<file path="src/rtl/keyed_wdt.sv">
module keyed_wdt #(
  parameter int W0       = 2048,
  parameter int W1       = 4096,
  parameter int W2       = 8192,
  parameter int W3       = 65536,
  parameter int LOWER    = 2048,
  parameter int CM_LIMIT = 64,
  parameter logic [4:0] KEY = 5'b01100
) (
  input  logic       clk,
  input  logic       rst_n,
  input  logic       tick,
  input  logic       wr_en,
  input  logic [7:0] wr_data,
  output logic [7:0] rd_data,
  input  logic       halt_mode,
  input  logic       idle_mode,
  input  logic       clk_present,
  output logic       wd_err,
  output logic       cm_err
);
  localparam int CW = $clog2(W3 + 1);
  localparam int MW = $clog2(CM_LIMIT + 2);

  logic [CW-1:0] cnt, up_m1;
  logic [MW-1:0] cm_cnt;
  logic [1:0]    win_sel;
  logic          cm_en, locked, low_win, lp_q;

  wire lp       = halt_mode | idle_mode;
  wire lp_exit  = lp_q & ~lp;
  wire svc      = wr_en & ~lp;
  wire key_ok   = wr_data[4:0] == KEY;
  wire match_ok = locked ? (wr_data == {win_sel, cm_en, KEY}) : key_ok;
  wire early    = low_win && (cnt < CW'(LOWER));

  assign rd_data = {win_sel, cm_en, 5'b00000};

  always_comb begin
    case (win_sel)
      2'b00:   up_m1 = CW'(W0 - 1);
      2'b01:   up_m1 = CW'(W1 - 1);
      2'b10:   up_m1 = CW'(W2 - 1);
      default: up_m1 = CW'(W3 - 1);
    endcase
  end

  always_ff @(posedge clk) begin
    if (!rst_n) begin
      cnt     <= '0;
      win_sel <= 2'b11;
      cm_en   <= 1'b1;
      locked  <= 1'b0;
      low_win <= 1'b0;
      lp_q    <= 1'b0;
      wd_err  <= 1'b0;
    end else begin
      lp_q   <= lp;
      wd_err <= 1'b0;
      if (lp_exit) begin
        cnt     <= '0;
        low_win <= 1'b1;
      end else if (svc) begin
        cnt     <= '0;
        low_win <= 1'b0;
        if (match_ok && !early) begin
          if (!locked) begin
            win_sel <= wr_data[7:6];
            cm_en   <= wr_data[5];
            locked  <= 1'b1;
          end
        end else begin
          wd_err <= 1'b1;
        end
      end else if (tick && !lp) begin
        if (cnt >= up_m1) begin
          wd_err  <= 1'b1;
          cnt     <= '0;
          low_win <= 1'b0;
        end else begin
          cnt <= cnt + CW'(1);
        end
      end
    end
  end

  always_ff @(posedge clk) begin
    if (!rst_n) begin
      cm_cnt <= '0;
      cm_err <= 1'b0;
    end else begin
      cm_err <= cm_en && !clk_present && (cm_cnt == MW'(CM_LIMIT));
      if (!cm_en || clk_present)
        cm_cnt <= '0;
      else if (cm_cnt != MW'(CM_LIMIT + 1))
        cm_cnt <= cm_cnt + MW'(1);
    end
  end

  AST_BAD_KEY_ERR: assert property (@(posedge clk) disable iff (!rst_n)
    (wr_en && !lp && !lp_q && wr_data[4:0] != KEY) |=> wd_err);
  AST_LOCK_FIXED: assert property (@(posedge clk) disable iff (!rst_n)
    locked |=> (locked && $stable(win_sel) && $stable(cm_en)));
  AST_LOWPWR_QUIET: assert property (@(posedge clk) disable iff (!rst_n)
    lp |=> !wd_err);
  AST_CM_MASKED: assert property (@(posedge clk) disable iff (!rst_n)
    !cm_en |=> !cm_err);
  AST_CM_SINGLE: assert property (@(posedge clk) disable iff (!rst_n)
    cm_err |=> !cm_err);
  AST_CNT_IN_WINDOW: assert property (@(posedge clk) disable iff (!rst_n)
    cnt <= up_m1);
endmodule

</file>
<file path="config.mk">
export PLATFORM = sky130hd
export DESIGN_NAME = keyed_wdt
export DESIGN_NICKNAME = d
export VERILOG_FILES = /design/src/rtl/keyed_wdt.sv
export SDC_FILE = /design/constraint.sdc
export NUM_CORES = 1
export LEC_CHECK = 0
export ABC_AREA = 1
export BUFFER_PORTS_ARGS = -buffer_cell sky130_fd_sc_hd__buf_2
export CAP_MARGIN = 20
export CELL_PAD_IN_SITES_DETAIL_PLACEMENT = 0
export CELL_PAD_IN_SITES_GLOBAL_PLACEMENT = 1
export CORE_MARGIN = 1
export CORE_UTILIZATION = 43
export CTS_BUF_LIST = sky130_fd_sc_hd__clkbuf_8
export DETAILED_ROUTE_END_ITERATION = 12
export HOLD_SLACK_MARGIN = 0.06
export PLACE_DENSITY = 0.92
export SLEW_MARGIN = 10
export SYNTH_ARGS = -nofsm -noshare
export SYNTH_HDL_FRONTEND = slang
export SYNTH_SLANG_ARGS = --single-unit
</file>
<file path="constraint.sdc">
create_clock -name clk -period 1.8 [get_ports clk]
set_input_delay 0 -clock clk [delete_from_list [all_inputs] [get_ports clk]]
set_output_delay 0 -clock clk [all_outputs]
set_load 0.1 [all_outputs]
</file>
-- Yosys cells after proc, flatten, opt, wreduce, memory -nomap -nowiden
Cells that the tools add are included.
- memories: 0
- input bits: 15
- memory bits (writable): 0
- register bits: 32
- output and inout port bits: 10
- word-level logic and storage cells: 56
- ROM bits: 0
- bits in latches: 0
- muxes and demuxes: 11
- shifts and indexed selects: 0
- equality and inequality tests: 6
- reductions and logical operators: 19
- div/mod/pow operators: 0
- $add $sub $neg: 2
- magnitude comparators: 2
- bitwise operators: 7
- $mul: 0
- operator list (kind ; count):
    16-bit one-hot mux with 3 select lines ; 1
    17-bit by 1-bit adder with 17-bit output (second input constant) ; 1
    17-bit greater-or-equal comparator ; 1
    17-bit by 12-bit less-than comparator with 1-bit output (second input constant) ; 1
    17-bit 2-to-1 mux ; 1
    1-bit 2-to-1 mux ; 9
    8-bit equality test ; 1
    7-bit by 1-bit adder with 7-bit output (second input constant) ; 1
    7-bit equality test (second input constant) ; 1
    7-bit inequality test (second input constant) ; 1
    3-bit nonzero test ; 2
    5-bit by 4-bit equality test with 1-bit output (second input constant) ; 1
    1-bit logical AND ; 5
    1-bit logical NOT ; 4
    1-bit inverter ; 4
    4-bit AND reduction ; 1
    2-bit OR reduction ; 2
    3-bit AND reduction ; 1
    3-bit OR reduction ; 1
    1-bit AND ; 2
    2-bit by 1-bit equality test with 1-bit output (second input constant) ; 1
    2-bit equality test (second input constant) ; 1
    2-bit logical NOT ; 1
    2-bit AND reduction ; 1
    other kinds (2) ; 2

-- Logic depth before layout (Yosys ltp)
- depth in word-level cells: 7
- gate-level depth with buffers: 12
- gate-level depth less buffers: 11

-- Worst setup path after synthesis
No wires, ideal clock.
- path kind: reg-to-reg
- from: register win_sel[1]
- to: register cnt[2]
- setup time: 64 ps
- cell stages (with the launch flop): 13
- setup slack: -601 ps
- clock period less this slack: 2401 ps
- arrival: 2337 ps
- buffers on the path: 1
- data required time: 1736 ps
- cells stage by stage: dfxtp_1 nand2_1 ha_1 nand2_1 nand2_1 nand3_1 nand2_1 nor2_1 nand2_1 nand2_2 nand3_4 buf_8 nor2_1
- word-level cells in the longest chain between the ends: 4
- elaborated cells between the ends (all ways): 6
- those cells by class: 1 x order compare; 2 x eq/ne; 2 x mux; 1 x reduce/logical
- ends and longest elaborated chain (item ; RTL line ; source):
    start, declared ; 27 ; logic [1:0] win_sel;
    start signal, assigned ; 68 ; win_sel <= wr_data[7:6];
    2-bit equality test (tied with other cells) ; 40 ; case (win_sel)
    16-bit one-hot mux with 3 select lines (*) ; 40 ;
    17-bit greater-or-equal comparator (*) ; 76 ; if (cnt >= up_m1) begin
    17-bit 2-to-1 mux (*) ; 76 ;
    end signal, assigned ; 81 ; cnt <= cnt + CW'(1);
    end, declared ; 25 ; logic [CW-1:0] cnt, up_m1;
Mark *: on every way between the ends. The rest lies on a longest branch, timed or not.
A chain may end at the register's enable or synchronous reset.

-- Final worst setup path
Ends and elaborated chain as after synthesis.

==> summary.md <==
| Metric | Value |
|---|---|
| Layout Cells excl Fill | `333` |
| Fraction of the mapped netlist area in simple logic gates | `35.35%` |
| Post-DP HPWL | `2485 um` |
| Largest net degree at the start of global routing | `17` |
| # diodes | `0` |
| Final hold viol count | `0` |
| Leakage | `around 0.9 nW` |
| Gr usage total | `between 10% and 20%` |
| Vias in the first global route | `roughly 1,400` |
| First-pass detailed-route iteration total | `4` |
| Maximum vdd drop | `around 0.45 mV` |
| Register area share after synthesis | `approximately a third` |
| Fmax | `0.6179 GHz` |
| Hold Path Class | `primary input to flip-flop` |
| Pins Over Slew Limit | `0` |
| Worst Setup End Kind | `flip-flop` |
| Cell area after synthesis | `1815 um^2` |
| Kind of critical path | `flip-flop to flip-flop` |
| Final worst-path cycle share | `89.91%` |
| Most frequent cells in the layout | `nand2_1 (49), nor2_1 (43), inv_1 (31)` |
| Startpoint types | `flip-flop` |
| Syn_area_per_cell | `about 7.2 um^2` |
| Xor/xnor share of the synthesized area | `8.201%` |
| Post-Syn Instances | `251` |
| # rows | `23` |
| Clock-pin slew on the worst setup and hold paths | `70 ps` |
| Postcts setup bufs | `0` |
| Initial antenna violation count | `0` |
| PwrDens | `718.2 nW/um^2` |
| Routed len/inst | `10.40 um` |
| Effective utilization at floorplan | `45.06%` |
| Initial DRC Count | `83` |
| GPL Wtd Cong | `0.7624` |
| Ports | `25` |
| Layout area overhead | `17.51%` |
| # port buffers | `19` |
| Setup-violating endpoint count in the final report | `0` |
| Total CTS buffers | `5` |
| Count of cell types in the netlist | `29` |
| CTS root buf | `clkbuf_8` |
| Arrival time worst endpoint | `between 1500 and 2000 ps` |
| DIE WIDTH | `66.98 um` |
| Req. time, crit path | `2010 ps` |
| Drt drc | `0` |
| Hold WS | `slightly below 100 ps` |
| Compound-Gate Fraction of Synth Area | `5.031%` |
| Max-cap check violation count | `0` |
| TritonCTS clock tree | `done` |
| Final WL | `3464 um` |
| Post-Synth Adder-Cell Area | `between 6 and 7%` |
| Placed Cells | `between 300 and 400` |
| Vias per inst | `roughly 4.7` |
| Final ANT Viol Nets | `0` |
| Setup TNS | `0 ps` |
| RSZ-0062 raised after global routing | `false` |
| Via Count | `about 1,600` |
| CTS Buffer Depth | `2` |
| Share of cells above drive strength 1 | `between 15 and 20%` |
| Yosys warnings | `0` |
| Worst Path Max Fanout | `8` |
| Nets | `around 300` |
| Main combinational cell family by area after synthesis | `simple AND/OR/NAND/NOR gates` |
| H-tree levels | `2` |
| First-pass GRT wire length | `5706 um` |
| Count of state elements after synthesis | `32` |
| Final core utilization | `52.95%` |
| Core area | `4029 um^2` |
| Commonest non-fill, non-tap cell in the layout | `nand2_1` |
| Total power draw | `1.532 mW` |
| Die H | `approximately 67 um` |
| Worst Skew | `9.102 ps` |
| Die area | `4486 um^2` |
| Sink Count | `32` |
| Final critical-path required period | `around 1600 ps` |
| Mux contribution to synthesized area | `0%` |
| Gr ovfl total | `0` |
| Status | `completed` |
| Skew-Pair Late Insertion Delay | `280 ps` |
critical path, stage by stage, from the launching register on:
cell,delay (ps)
dfxtp_4,380
nand2_2,70
ha_1,290
nand2_1,60
nand2_1,40
nand3_1,60
nand2_1,50
nor2_1,120
nand2_1,80
nand2_2,130
nand3_4,140
nor2_1,130
cell families after synthesis:
kind of cell,Yosys count
adders and majority gates,9
buffers and inverters,38
xor gates and xnor gates,17
AOI/OAI and AO/OA,17
other,1
and+or+nand+nor,137
DFF,32
registers in the layout, indices dropped and copies added (netlist names):
register and cells:
cm_cnt 7, cm_en 1, cm_err 1, cnt 17
locked 1, low_win 1, lp_q 1, wd_err 1
win_sel 2
through the flow:
step	worst slack (ps)	cell area (um^2)
final	181.7	2133
after global routing	26.32	2133
after CTS	138.7	2116
after detailed placement	157.7	1938
after global placement	217.9	1938
after floorplan	25.67	1841
power by group:
part | leakage [nW] | switching (mW) | internal [mW]
registers | 0.258 | 0.00532 | 0.712
logic | 0.605 | 0.104 | 0.0418
clock network | 0.0593 | 0.265 | 0.405
what timing repair did:
action | CTS | global route
gates resized for setup | 0 | 1
hold endpoints to repair | 7 | 0
endpoints found under the setup margin | 0 | 5
hold buffers | 7 | 0
synth_stat cells:
| cell type | number | area [um^2] |
|---|---|---|
| nand2_1 | 50 | 187.7 |
| nor2_1 | 43 | 161.4 |
| dfxtp_1 | 32 | 640.6 |
| inv_1 | 30 | 112.6 |
| nand3_1 | 13 | 65.06 |
| xor2_1 | 11 | 96.34 |
| a21oi_1 | 9 | 45.04 |
| ha_1 | 9 | 112.6 |
| nand4_1 | 9 | 56.30 |
| nor3_1 | 7 | 35.03 |
| buf_4 | 6 | 45.04 |
| xnor2_1 | 6 | 52.55 |
| nor2_2 | 4 | 25.02 |
| o21ai_0 | 4 | 20.02 |
| nand2_2 | 2 | 12.51 |
| nor2_4 | 2 | 22.52 |
| o31ai_1 | 2 | 15.01 |
| buf_8 | 1 | 15.01 |
| conb_1 | 1 | 3.750 |
| inv_2 | 1 | 3.750 |
| nand2_4 | 1 | 11.26 |
| nand3_2 | 1 | 10.01 |
| nand3_4 | 1 | 17.52 |
| nand3b_1 | 1 | 7.510 |
| nor3_2 | 1 | 10.01 |
| nor4_2 | 1 | 12.51 |
| o21ai_1 | 1 | 5.000 |
| o22ai_1 | 1 | 6.260 |
| or4_1 | 1 | 7.510 |
metal layers:
metal / GRT usage, % / vias up / part of all wire (%)
li1: - / 859 / -
met1: 21.74 / 676 / 52
met2: 26.39 / 27 / 43
met3: 4.623 / 5 / 3.1
met4: 8.245 / 0 / 2.0
met5: 0 / - / 0
area by class of cell:
type / count / area (um^2)
Fill cell: 406 / 1896
Multi-Input combinational cell: 186 / 1033
Sequential cell: 32 / 648.1
Timing Repair Buffer: 26 / 165.2
Inverter: 31 / 116.4
Clock buffer: 5 / 68.82
Tap cell: 50 / 62.56
Clock inverter: 3 / 38.79
final timing paths:
kind,from,end,slack (ps),depth (start not counted)
min reg2reg,cm_cnt[6],cm_cnt[6],500,2
max reg2reg,win_sel[1],cnt[2],180,11
min,tick,cnt[1],100,4
max,win_sel[1],cnt[2],180,11
Note: power is estimated with default switching activity, not from simulation.
